File: src/rtl/dual_shift_pkg.sv
`timescale 1ns/1ps
package dual_shift_pkg;
  // direction of travel of a lane
  typedef enum logic {
    MOVE_TO_LSB = 1'b0,
    MOVE_TO_MSB = 1'b1
  } move_dir_e;

  // lane B pacing
  typedef enum logic {
    PACE_DOUBLE = 1'b0,
    PACE_HALF   = 1'b1
  } pace_e;
endpackage

File: src/rtl/shift_step.sv
`timescale 1ns/1ps
// One-position move of a vector, with choice of fill bit.
module shift_step
  import dual_shift_pkg::*;
#(
  parameter int WIDTH = 8
) (
  input  logic [WIDTH-1:0] vin,
  input  move_dir_e        dir,
  input  logic             wrap,
  input  logic             ser,
  output logic [WIDTH-1:0] vout
);
  localparam int TOP = WIDTH - 1;

  logic leaving;
  logic fill;

  always_comb begin
    leaving = (dir == MOVE_TO_LSB) ? vin[0] : vin[TOP];
    fill    = wrap ? leaving : ser;
    if (dir == MOVE_TO_LSB)
      vout = {fill, vin[TOP:1]};
    else
      vout = {vin[TOP-1:0], fill};
  end
endmodule

File: src/rtl/pace_phase.sv
`timescale 1ns/1ps
// Alternating phase bit used to pace the slow lane.
module pace_phase (
  input  logic clk,
  input  logic rst,
  output logic phase
);
  logic armed;

  always_ff @(posedge clk) begin
    if (rst) begin
      phase <= 1'b0;
      armed <= 1'b1;
    end else begin
      phase <= ~phase;
    end
  end

  // phase alternates on every edge outside reset
  a_r9_phase_toggles: assert property (@(posedge clk) disable iff (rst)
    armed |=> phase != $past(phase));
endmodule

File: src/rtl/shift_lane.sv
`timescale 1ns/1ps
// A register lane that moves by 1 or MAX_STEPS positions per advance.
module shift_lane
  import dual_shift_pkg::*;
#(
  parameter int WIDTH     = 8,
  parameter int MAX_STEPS = 1
) (
  input  logic             clk,
  input  logic             rst,
  input  logic             advance,
  input  logic             multi,
  input  move_dir_e        dir,
  input  logic             wrap,
  input  logic             ser,
  output logic [WIDTH-1:0] q
);
  localparam int NSTAGE = MAX_STEPS + 1;

  logic [WIDTH-1:0] stage [NSTAGE];
  logic [WIDTH-1:0] nxt;
  logic             armed;

  assign stage[0] = q;

  for (genvar s = 0; s < MAX_STEPS; s++) begin : g_chain
    shift_step #(.WIDTH(WIDTH)) u_step (
      .vin  (stage[s]),
      .dir  (dir),
      .wrap (wrap),
      .ser  (ser),
      .vout (stage[s+1])
    );
  end

  always_comb begin
    if (!advance)
      nxt = q;
    else if (multi)
      nxt = stage[MAX_STEPS];
    else
      nxt = stage[1];
  end

  always_ff @(posedge clk) begin
    if (rst) begin
      q     <= '0;
      armed <= 1'b1;
    end else begin
      q <= nxt;
    end
  end

  // an idle lane keeps its contents
  a_r9_idle_hold: assert property (@(posedge clk) disable iff (rst)
    armed && !advance |=> $stable(q));

  // rotation never creates or loses a set bit
  a_r5_rotate_keeps_ones: assert property (@(posedge clk) disable iff (rst)
    armed && advance && wrap |=> $countones(q) == $countones($past(q)));
endmodule

File: src/rtl/dual_rate_led_shifter.sv
`timescale 1ns/1ps
module dual_rate_led_shifter
  import dual_shift_pkg::*;
#(
  parameter int WIDTH      = 8,
  parameter int FAST_STEPS = 2
) (
  input  logic             clk,
  input  logic             rst,
  input  logic             ser_in,
  input  logic             load_en,
  input  logic             circ_mode,
  input  logic             b_half_rate,
  input  logic             b_left,
  output logic [WIDTH-1:0] lane_a,
  output logic [WIDTH-1:0] lane_b
);
  localparam int TOP = WIDTH - 1;

  logic      wrap;
  logic      phase;
  pace_e     pace;
  move_dir_e dir_b;
  logic      adv_b;
  logic      multi_b;

  assign wrap    = circ_mode & ~load_en;
  assign pace    = pace_e'(b_half_rate);
  assign dir_b   = move_dir_e'(b_left);
  assign multi_b = (pace == PACE_DOUBLE);
  assign adv_b   = multi_b | phase;

  pace_phase u_phase (
    .clk   (clk),
    .rst   (rst),
    .phase (phase)
  );

  shift_lane #(.WIDTH(WIDTH), .MAX_STEPS(1)) u_lane_a (
    .clk     (clk),
    .rst     (rst),
    .advance (1'b1),
    .multi   (1'b0),
    .dir     (MOVE_TO_LSB),
    .wrap    (wrap),
    .ser     (ser_in),
    .q       (lane_a)
  );

  shift_lane #(.WIDTH(WIDTH), .MAX_STEPS(FAST_STEPS)) u_lane_b (
    .clk     (clk),
    .rst     (rst),
    .advance (adv_b),
    .multi   (multi_b),
    .dir     (dir_b),
    .wrap    (wrap),
    .ser     (ser_in),
    .q       (lane_b)
  );

  logic armed;
  always_ff @(posedge clk) begin
    if (rst) armed <= 1'b1;
  end

  a_r1_reset_clears: assert property (@(posedge clk)
    rst |=> lane_a == '0 && lane_b == '0);

  a_r2_a_moves_down: assert property (@(posedge clk) disable iff (rst)
    armed |=> lane_a[TOP-1:0] == $past(lane_a[TOP:1]));

  a_r4_plain_takes_serial: assert property (@(posedge clk) disable iff (rst)
    armed && !circ_mode |=> lane_a[TOP] == $past(ser_in));

  a_r6_load_replaces_wrap: assert property (@(posedge clk) disable iff (rst)
    armed && circ_mode && load_en |=> lane_a[TOP] == $past(ser_in));

  a_r3_b_left_fast: assert property (@(posedge clk) disable iff (rst)
    armed && b_left && !b_half_rate |=> lane_b[TOP:2] == $past(lane_b[TOP-2:0]));
endmodule

File: config.mk
export PLATFORM = sky130hd
export DESIGN_NAME = dual_rate_led_shifter
export DESIGN_NICKNAME = d
export VERILOG_FILES = /design/src/rtl/dual_shift_pkg.sv /design/src/rtl/shift_step.sv /design/src/rtl/pace_phase.sv /design/src/rtl/shift_lane.sv /design/src/rtl/dual_rate_led_shifter.sv
export SDC_FILE = /design/constraint.sdc
export NUM_CORES = 1
export LEC_CHECK = 0
export ABC_AREA = 1
export CAP_MARGIN = 20
export CORE_MARGIN = 2
export CORE_UTILIZATION = 25
export CTS_CLUSTER_SIZE = 20
export DETAILED_ROUTE_END_ITERATION = 8
export PLACE_DENSITY = 0.48
export SKIP_CTS_REPAIR_TIMING = 1
export SYNTH_ARGS = -nofsm -noshare
export SYNTH_HDL_FRONTEND = slang
export SYNTH_SLANG_ARGS = --single-unit
File: constraint.sdc
create_clock -name clk -period 1.2 [get_ports clk]
set_input_delay 0.3 -clock clk [delete_from_list [all_inputs] [get_ports clk]]
set_output_delay 0.3 -clock clk [all_outputs]
set_load 0.005 [all_outputs]
Yosys cells after proc, flatten, opt, wreduce, memory -nomap -nowiden
Index checks and enable logic that the tools add are counted.
{ "word_totals": {"out_inout_bits": 16, "input_bits": 7, "word_cells": 16, "regBits": 17} }
{ "op_classes": {"bitwise": 5, "muxes": 8} }
{ "ops": {"columns": ["op", "count"], "rows": [
  ["2-to-1 mux 8 bit", 3],
  ["2-to-1 mux 1 bit", 5],
  ["NOT 1 bit", 3],
  ["AND 1 bit", 1],
  ["OR 1 bit", 1]
]} }

Longest topological paths before layout
Gate-level depths: netlist of the first run.
{ "depth": {"ltp_word": 8, "ltp_mapped": 12, "depth_no_buf": 11} }

Cells and area by module
Synthesis of the first run repeated with hierarchy kept, for this count alone.
{ "unflattened": {"cells_unflattened": 229, "hier_area_um2": 1366.3} }
{ "by_module_without_submodules": {"columns": ["module", "n_inst", "cells_each", "area_per_inst_um2", "seq_area_each_um2"], "rows": [
  ["shift_lane at u_lane_b", 1, 77, 503.0, 160.2],
  ["shift_step", 3, 28, 136.4, 0.0],
  ["shift_lane at u_lane_a", 1, 59, 401.6, 160.2],
  ["dual_rate_led_shifter", 1, 7, 28.8, 0.0],
  ["pace_phase", 1, 2, 23.8, 20.0]
]} }

Worst setup path before layout of the first run
OpenSTA, ideal clock, no wires.
{ "synth_path": {"path_kind": "input to register", "startpoint": "input port b_left", "endpoint": "register u_lane_b.q[0]", "stages": 12, "arrival_ps": 940, "setup_slack_ps": 151, "path_buffers": 1, "setup_ps": 109, "required_time_ps": 1091, "path_cell_list": "buf_6 > inv_2 > nand2_1 > nand2_1 > nand2_1 > nand2_1 > nand2_1 > nand2_1 > nand2_1 > nand3_1 > nand2_1 > inv_1"} }
{ "synth_via": {"elab_chain_cells": 7} }
{ "synth_lines": {"columns": ["item", "line_no", "source"], "rows": [
  ["start: declaration", "dual_rate_led_shifter.sv:14", "input logic b_left,"],
  ["2-to-1 mux 1 bit", "shift_step.sv:20", "leaving = (dir == MOVE_TO_LSB) ? vin[0] : vin[TOP];"],
  ["2-to-1 mux 1 bit", "shift_step.sv:21", "fill = wrap ? leaving : ser;"],
  ["2-to-1 mux 8 bit", "shift_step.sv:22", "if (dir == MOVE_TO_LSB)"],
  ["2-to-1 mux 1 bit", "shift_step.sv:20", null],
  ["2-to-1 mux 1 bit", "shift_step.sv:21", null],
  ["2-to-1 mux 8 bit", "shift_step.sv:22", null],
  ["2-to-1 mux 8 bit *", "shift_lane.sv:39", "else if (multi)"],
  ["end signal: assignment", "shift_lane.sv:50", "q <= nxt;"],
  ["end: declaration", "shift_lane.sv:16", "output logic [WIDTH-1:0] q"]
]} }
Mark *: on every way between the ends. The rest lies on a longest branch, timed or not.
A chain may end at the register's enable or synchronous reset.

Worst setup path after layout of the first run
{ "layout_path": {"startpoint": "register u_lane_b.q[1]", "endpoint": "output port lane_b[1]"} }
{ "layout_lines": {"columns": ["item", "line_no", "source"], "rows": [
  ["end: declaration", "dual_rate_led_shifter.sv:16", "output logic [WIDTH-1:0] lane_b"]
]} }
No word-level cell between the ends.

==> results.sh, run 1 <==
export IMPL_run_status="finished, final reports clean"
export IMPL_grt_antenna_before_repair=0
export IMPL_grt_total_usage_pct=11.89
export IMPL_timing_final_hold_violations=0
export IMPL_yosys_area_top_type="sky130_fd_sc_hd__dfxtp_1"
export IMPL_netlist_instances=125
export IMPL_critical_path_max_fanout=4
export IMPL_main_combinational_cell_family_by_area_after_synthesis="simple AND/OR/NAND/NOR gates"
export IMPL_detailedRoute_firstIterationViolations=35
export IMPL_holdCritPathClass="reg -> reg"
export IMPL_post_route_drc_violation_count=0
export IMPL_ant_nets=0
export IMPL_floorplan_die_area_um2=3816
export IMPL_filler_cell_count=337
export IMPL_post_synth_cell_area_avg_um2=6.676
export IMPL_yosys_mux_area_fraction_pct=0
export IMPL_crit_slowest_cell="sky130_fd_sc_hd__dfxtp_2"
export IMPL_timing_rr_end="u_lane_b.q[0]"
export IMPL_grt_pass1_vias=842
export IMPL_worstPathBufferInverterCount=1
export IMPL_max_cap_viol_count=0
export IMPL_n_antenna_cell=0
export IMPL_fin_tns_setup_ns=0
export IMPL_irDropWorstVdd_mv=0.7998
export IMPL_register_area_um2=359.1
export IMPL_die_h_um=61.78
export IMPL_timing_critical_path_cells="dlymetal6s2s_1"
export IMPL_initial_core_util_pct=26.90
export IMPL_utilization_pct=43.39
export IMPL_route_final_wire_length_um=2159
export IMPL_power_density_nw_per_um2=874.8
export IMPL_port_buffers=22
export IMPL_num_io_pins=23
export IMPL_postSynthRegisterBits=17
export IMPL_period_share_pct=94.01
export IMPL_number_of_different_library_cells_in_the_post_synthesis_netlist=20
export IMPL_core_area_um2=3103
export IMPL_globalRouteOverflowTotal=0
export IMPL_regToRegSetupSlack_ns=0.11
export IMPL_hold_path_cell_count=2
export IMPL_worstReg2RegStart="u_lane_b.q[6]"
export IMPL_synth_simple_area_share_pct=27.89
export IMPL_final_cells=207
export IMPL_avgViaCountPerCell=4.222
export IMPL_synthToLayoutAreaGrowth_pct=61.32
export IMPL_hold_path_endpoint="u_lane_a.q[2]"
export IMPL_clock_buffer_depth=2
export IMPL_drive_above_1_share_pct=33.74
export IMPL_kind_of_cell_adding_the_most_delay_to_the_critical_path="flip-flops"
export IMPL_setup_worst_path_end_class="output port"
export IMPL_fin_skew_ns=0.009380
export IMPL_yosys_area_share_adder_pct=0
export IMPL_die_width_um=61.78
export IMPL_clk_insertion_delay_late_ns=0.30
export IMPL_timing_final_max_slew_violations=0
export IMPL_leakage_power_uw=0.0009175
export IMPL_multi_input_comb_area_um2=407.9
export IMPL_max_slew_headroom_pct=85.30
export IMPL_synth_area_top_cells="sky130_fd_sc_hd__dfxtp_1 41%, sky130_fd_sc_hd__nand2_1 18%, sky130_fd_sc_hd__inv_1 8.1%, sky130_fd_sc_hd__a21oi_1 5.4%, sky130_fd_sc_hd__nor2_1 5.4%"
export IMPL_final_setup_viol_count=0
export IMPL_rsz0062_at_grt="no"
export IMPL_clock_fmax_mhz=886.4
export IMPL_finalPower_uw=1178
export IMPL_clkTransAtPathRegs_ns=0.12
export IMPL_xor_xnor_cell_area_share_of_the_yosys_netlist_pct=0
export IMPL_grt_pass1_wl_um=3394
export IMPL_ys_warn_count=0
export IMPL_timing_reg2reg_worst_path_depth=11
export IMPL_cts_root_buf="sky130_fd_sc_hd__clkbuf_4"
export IMPL_cts_buffers=3
export IMPL_worstPathArrival_ns=0.83
export IMPL_period_needed_ns=1.128
export IMPL_worst_min_delay_path_startpoint="u_lane_a.q[3]"
export IMPL_cts_htree_levels=1
export IMPL_tritoncts_num_sinks=17
export IMPL_yosysSeqAreaShare_pct=40.78
export IMPL_numPlacedInstances=205
export IMPL_criticalPathCategory="reg -> out"
export IMPL_finalHoldWorstSlack_ns=0.4228
export IMPL_finalNetCount=171
export IMPL_dp_hpwl_um=1533
export IMPL_place_congestion=0.8194
export IMPL_cpPeakStageDelay_ns=0.39
export IMPL_grt_max_degree=13
export IMPL_route_vias_total=874
export IMPL_tritoncts="done"
export IMPL_synth_compound_area_share_pct=15.14
export IMPL_syn_nets=132
export IMPL_critPathLaunchType="register"
export IMPL_post_drt_wl_per_cell_um=10.43
export IMPL_least_margin_pin_slew_ns=0.2201
export IMPL_drt_pass1_iterations=4
export IMPL_area_share_of_the_largest_cell_type_after_synthesis_pct=40.78
export IMPL_core_rowCount=20
export IMPL_area_of_the_mapped_netlist_um2=834.6
export IMPL_timing_critical_path_required_ns=0.90
-- cell usage after synthesis --
cell,number
sky130_fd_sc_hd__buf_2,1
sky130_fd_sc_hd__buf_6,3
sky130_fd_sc_hd__nand2_2,1
sky130_fd_sc_hd__a21oi_1,9
sky130_fd_sc_hd__a22o_1,1
sky130_fd_sc_hd__inv_1,18
sky130_fd_sc_hd__o22ai_1,2
sky130_fd_sc_hd__dfxtp_1,17
sky130_fd_sc_hd__buf_4,1
sky130_fd_sc_hd__clkinv_2,1
sky130_fd_sc_hd__o21ai_0,2
sky130_fd_sc_hd__or2_1,1
sky130_fd_sc_hd__inv_2,2
sky130_fd_sc_hd__nand2_1,40
sky130_fd_sc_hd__o21a_1,1
sky130_fd_sc_hd__o211ai_2,1
sky130_fd_sc_hd__nand3_1,5
sky130_fd_sc_hd__o21ai_1,6
sky130_fd_sc_hd__nor2_1,12
sky130_fd_sc_hd__inv_6,1
-- where the power goes --
| part | internal, uW | total [uW] | switching (uW) |
|---|---|---|---|
| Clock | 127 | 328 | 201 |
| Combinational | 124 | 246 | 122 |
| Sequential | 589 | 604 | 15.4 |
-- worst max-delay path by stage --
stage	start	end	slack, ns	cells after the start
finish	u_lane_b.q[1]	lane_b[1]	0.07	1
floorplan	b_left	u_lane_b.q[0]	0.15	12
global route	u_lane_b.q[6]	u_lane_b.q[0]	0.007	11
CTS	u_lane_a.q[6]	lane_a[6]	-0.28	1
global placement	b_left	u_lane_b.q[7]	-0.47	12
detailed placement	b_left	u_lane_b.q[7]	-0.46	12
-- placed cells by master (no fill, tap or decap), drive strengths merged --
cell type      Yosys  final
a21oi              9      9
a22o               1      1
buf                5     17
clkbuf             0      3
clkdlybuf4s50      0      2
clkinv             1      1
clkinvlp           0      1
dfxtp             17     17
dlymetal6s2s       0     20
inv               21     21
nand2             41     41
nand3              5      5
nor2              12     12
o211ai             1      1
o21a               1      1
o21ai              8      8
o22ai              2      2
or2                1      1
-- routing by layer --
| layer | vias up | routed length (um) | part of all wire (%) | GRT usage, % |
|---|---|---|---|---|
| met2 | 22 | 1069 | 50 | 20.45 |
| met3 | 2 | 103 | 4.8 | 4.348 |
| met1 | 387 | 967 | 45 | 13.40 |
| li1 | 463 | - | - | - |
| met4 | 0 | 18 | 0.83 | 4.559 |
| met5 | - | 0 | 0 | 0 |
-- cells by family after synthesis --
family          count (synthesis)
buf+inv                        27
simple gates                   59
compound gates                 22
flops                          17
-- flip-flops by register name, summed over array words and instances, names as in the netlist --
register       count
u_lane_a.q         8
u_lane_b.q         8
u_phase.phase      1
-- stage by stage --
| stage | worst slack (ns) | instance area [um2] |
|---|---|---|
| floorplan | 0.1514 | 834.6 |
| global placement | -0.4695 | 1206 |
| detailed placement | -0.4563 | 1206 |
| CTS | -0.2828 | 1236 |
| global route | 0.006694 | 1346 |
| finish | 0.07186 | 1346 |
-- cell type report --
class	instances	share of cell area, %
Timing Repair Buffer	39	30.11
Inverter	22	6.599
Clock buffer	3	1.673
Sequential cell	17	26.67
Multi-Input combinational cell	81	30.30
Clock inverter	1	0.5576
Tap cell	44	4.089
No activity file was read; power rests on OpenSTA's default activity.
==> run 2: changes to the inputs <==
--- a/config.mk
+++ b/config.mk
@@ -5,7 +5,6 @@
 export SDC_FILE = /design/constraint.sdc
 export NUM_CORES = 1
 export LEC_CHECK = 0
-export ABC_AREA = 1
 export CAP_MARGIN = 20
 export CORE_MARGIN = 2
 export CORE_UTILIZATION = 25
==> run 2 against run 1 <==
Net effect:
- the flow now finishes with violations (setup timing)
- fmax is 20% lower
- die area is 1.7% lower
- highest routed layer unchanged
- routed wire length rose by 1.4%
- clock power shrank 4%
- worst hold slack improved by 0.0048 ns
- synthesized cell count down 27%
- clock skew is 0.0025 ns lower
==> results.sh, run 2 <==
export IMPL_comb_power_share_pct=26.2
export IMPL_route_final_wire_length_um=2190
export IMPL_crit_slowest_cell="sky130_fd_sc_hd__clkdlybuf4s50_1"
export IMPL_ant_nets=0
export IMPL_area_share_of_the_largest_cell_type_after_synthesis_pct=41.53
export IMPL_clock_fmax_mhz=704.9
export IMPL_period_needed_ns=1.419
export IMPL_setup_worst_path_end="lane_b[4]"
export IMPL_tritoncts="done"
export IMPL_regToRegSetupSlack_ns=0.08
export IMPL_cts_buffers=3
export IMPL_synth_edf_count=0
export IMPL_place_congestion=0.7804
export IMPL_run_status="finished, violations left"
export IMPL_worstReg2RegStart="u_lane_b.q[2]"
export IMPL_area_of_the_mapped_netlist_um2=819.5
export IMPL_kind_of_cell_adding_the_most_delay_to_the_critical_path="buffers and inverters"
export IMPL_synthToLayoutAreaGrowth_pct=67.94
export IMPL_synth_flop_cell="sky130_fd_sc_hd__dfxtp_1"
export IMPL_violated_checks="setup timing"
export IMPL_post_route_worst_setup_slack_ns=-0.2186
export IMPL_postSynthRegisterBits=17
export IMPL_synthTopCellsByCount="17 x sky130_fd_sc_hd__dfxtp_1, 12 x sky130_fd_sc_hd__nor2b_1, 10 x sky130_fd_sc_hd__nand2_1"
export IMPL_rsz0062_at_grt="yes"
export IMPL_grt_total_usage_pct=12.06
export IMPL_post_route_drc_violation_count=0
export IMPL_clk_insertion_delay_late_ns=0.29
export IMPL_clock_buffer_depth=2
export IMPL_least_margin_pin_slew_ns=0.2860
export IMPL_power_switching_uw=350.2
export IMPL_timing_final_max_slew_violations=0
export IMPL_die_width_um=61.26
export IMPL_criticalPathCategory="reg -> out"
export IMPL_worstPathArrival_ns=1.12
export IMPL_drive_above_1_share_pct=37.88
export IMPL_final_setup_viol_count=1
export IMPL_dp_hpwl_um=1524
export IMPL_timing_rr_end="u_lane_b.q[1]"
export IMPL_max_cap_viol_count=0
export IMPL_critPathLaunchType="register"
export IMPL_route_vias_total=803
export IMPL_die_h_um=61.26
export IMPL_finalInstanceArea_um2=1376
export IMPL_irDropWorstVdd_mv=0.4126
export IMPL_syn_nets=98
export IMPL_timing_critical_path_cells="clkdlybuf4s50_1"
export IMPL_intPower_uw=908.8
export IMPL_grt_pass1_vias=724
export IMPL_grt_pass1_wl_um=3291
export IMPL_drt_pass1_iterations=6
export IMPL_num_io_pins=23
export IMPL_pwr_share_seq_pct=48.8
export IMPL_tritoncts_num_sinks=17
export IMPL_switching_share_pct=27.82
export IMPL_yosysSeqAreaShare_pct=41.53
export IMPL_placed_cell_area_um2=1204
export IMPL_timing_final_hold_violations=0
export IMPL_post_synth_cell_area_avg_um2=9.006
export IMPL_cts_root_buf="sky130_fd_sc_hd__clkbuf_4"
export IMPL_port_buffers=22
export IMPL_mostFrequentLayoutCells="20 x sky130_fd_sc_hd__dlymetal6s2s_1, 20 x sky130_fd_sc_hd__buf_4, 14 x sky130_fd_sc_hd__dfxtp_2"
export IMPL_globalRouteOverflowTotal=0
export IMPL_number_of_different_library_cells_in_the_post_synthesis_netlist=26
export IMPL_cpPeakStageDelay_ns=0.49
export IMPL_n_antenna_cell=0
export IMPL_timing_critical_path_required_ns=0.90
export IMPL_max_slew_headroom_pct=80.76
export IMPL_yosys_area_top_type="sky130_fd_sc_hd__dfxtp_1"
export IMPL_critical_path_startpoint="u_lane_b.q[4]"
export IMPL_setup_worst_path_end_class="output port"
export IMPL_critical_path_max_fanout=2
export IMPL_critical_path_cell_count=1
export IMPL_leakage_power_uw=0.0008079
export IMPL_final_cells=176
export IMPL_cts_htree_levels=1
export IMPL_detailedRoute_firstIterationViolations=19
export IMPL_initial_core_util_pct=26.63
export IMPL_floorplan_die_area_um2=3752
export IMPL_power_frac_clock_pct=25.0
export IMPL_avgViaCountPerCell=4.563
export IMPL_clkTransAtPathRegs_ns=0.11
export IMPL_layout_top_registers="u_lane_a.q x8, u_lane_b.q x8, u_phase.phase x1"
export IMPL_fin_skew_ns=0.006883
export IMPL_timing_reg2reg_worst_path_depth=5
export IMPL_core_area_um2=3078
export IMPL_finalNetCount=140
export IMPL_grt_max_degree=22
export IMPL_holdCritPathClass="in -> reg"
export IMPL_power_density_nw_per_um2=914.7
export IMPL_numPlacedInstances=170
export IMPL_synth_area_top_cells="sky130_fd_sc_hd__dfxtp_1 42%, sky130_fd_sc_hd__nor2b_1 9.2%, sky130_fd_sc_hd__a211oi_1 7.3%, sky130_fd_sc_hd__nand2_1 4.6%, sky130_fd_sc_hd__nand3b_1 3.7%"
export IMPL_netlist_instances=91
export IMPL_core_rowCount=20
export IMPL_synth_most_common_cell="sky130_fd_sc_hd__dfxtp_1"
export IMPL_ys_warn_count=0
export IMPL_worstPathBufferInverterCount=1
export IMPL_period_share_pct=118.2
export IMPL_utilization_pct=44.72
export IMPL_post_drt_wl_per_cell_um=12.44
export IMPL_grt_antenna_before_repair=0
export IMPL_ys_async_sr_fraction_pct=0
-- run 2: cell count changes in the layout (fill, tap and decap cells not counted), moves of 6 or more --
cell,delta
sky130_fd_sc_hd__nand2_1,-22
sky130_fd_sc_hd__nand2_2,-8
sky130_fd_sc_hd__nor2b_1,+9
sky130_fd_sc_hd__inv_1,-17
sky130_fd_sc_hd__a211oi_1,+6
-- run 2: logic make-up (layout without fill, tap and decap cells) --
family                 count (synthesis)  in the layout  synth area share (%)
flip-flops                            17             17                 41.53
AND/OR/NAND/NOR                       42             42                 29.16
AO/OA/AOI/OAI                         25             25                 22.75
buffers and inverters                  7             48                 6.563
-- run 2: cell type report --
| cell class | instances | area (um2) |
|---|---|---|
| clock buffers | 3 | 22.52 |
| repair buffers | 44 | 465.4 |
| well taps | 44 | 55.05 |
| fillers | 306 | 1702 |
| clock inverters | 1 | 5.005 |
| multi-input cells | 67 | 470.5 |
| flip-flops and latches | 17 | 357.8 |
-- run 2: worst min path at each step --
| stage | slack [ns] | cells after the start | startpoint | endpoint |
|---|---|---|---|---|
| 2_1_floorplan | 0.37 | 1 | rst | u_lane_a.q[0] |
| 5_1_grt | 0.46 | 4 | ser_in | u_lane_a.q[7] |
| 4_1_cts | 0.47 | 1 | u_lane_a.q[6] | u_lane_a.q[5] |
| 6_report | 0.43 | 4 | ser_in | u_lane_a.q[7] |
| 3_5_place_dp | 0.45 | 1 | u_lane_a.q[6] | u_lane_a.q[5] |
| 3_3_place_gp | 0.44 | 1 | u_lane_a.q[2] | u_lane_a.q[1] |
-- run 2: per-layer routing --
metal | wire, um | global-route usage, %
met5 | 0 | 0
met3 | 133 | 2.101
met1 | 1049 | 18.72
met4 | 18 | 5.590
met2 | 988 | 15.81
-- run 2: power groups by stage --
stage          clock (uW)  sequential [uW]  combinational [uW]
6_report              315              615                 329
5_1_grt               356              619                 359
4_1_cts               329              611                 307
3_5_place_dp            0              624                 305
3_3_place_gp            0              623                 307
2_1_floorplan           0              634                 131
-- run 2: tightest hold or removal path: stages --
cell and delay [ns]:
sky130_fd_sc_hd__dlymetal6s2s_1 0.14, sky130_fd_sc_hd__nand2_2 0.07, sky130_fd_sc_hd__buf_4 0.10, sky130_fd_sc_hd__a21oi_1 0.07
-- run 2: through the flow --
step                      setup slack (ns)  hold slack [ns]  TNS (ns)  power [uW]
after floorplan                     0.1133           0.3716         0       764.4
after global placement             -0.4365           0.4444    -3.493       930.0
after detailed placement           -0.4490           0.4512    -3.644       928.3
after CTS                          -0.2923           0.4691    -4.839        1248
after global routing               -0.2607           0.4623   -0.2607        1333
final                              -0.2186           0.4276   -0.2186        1259
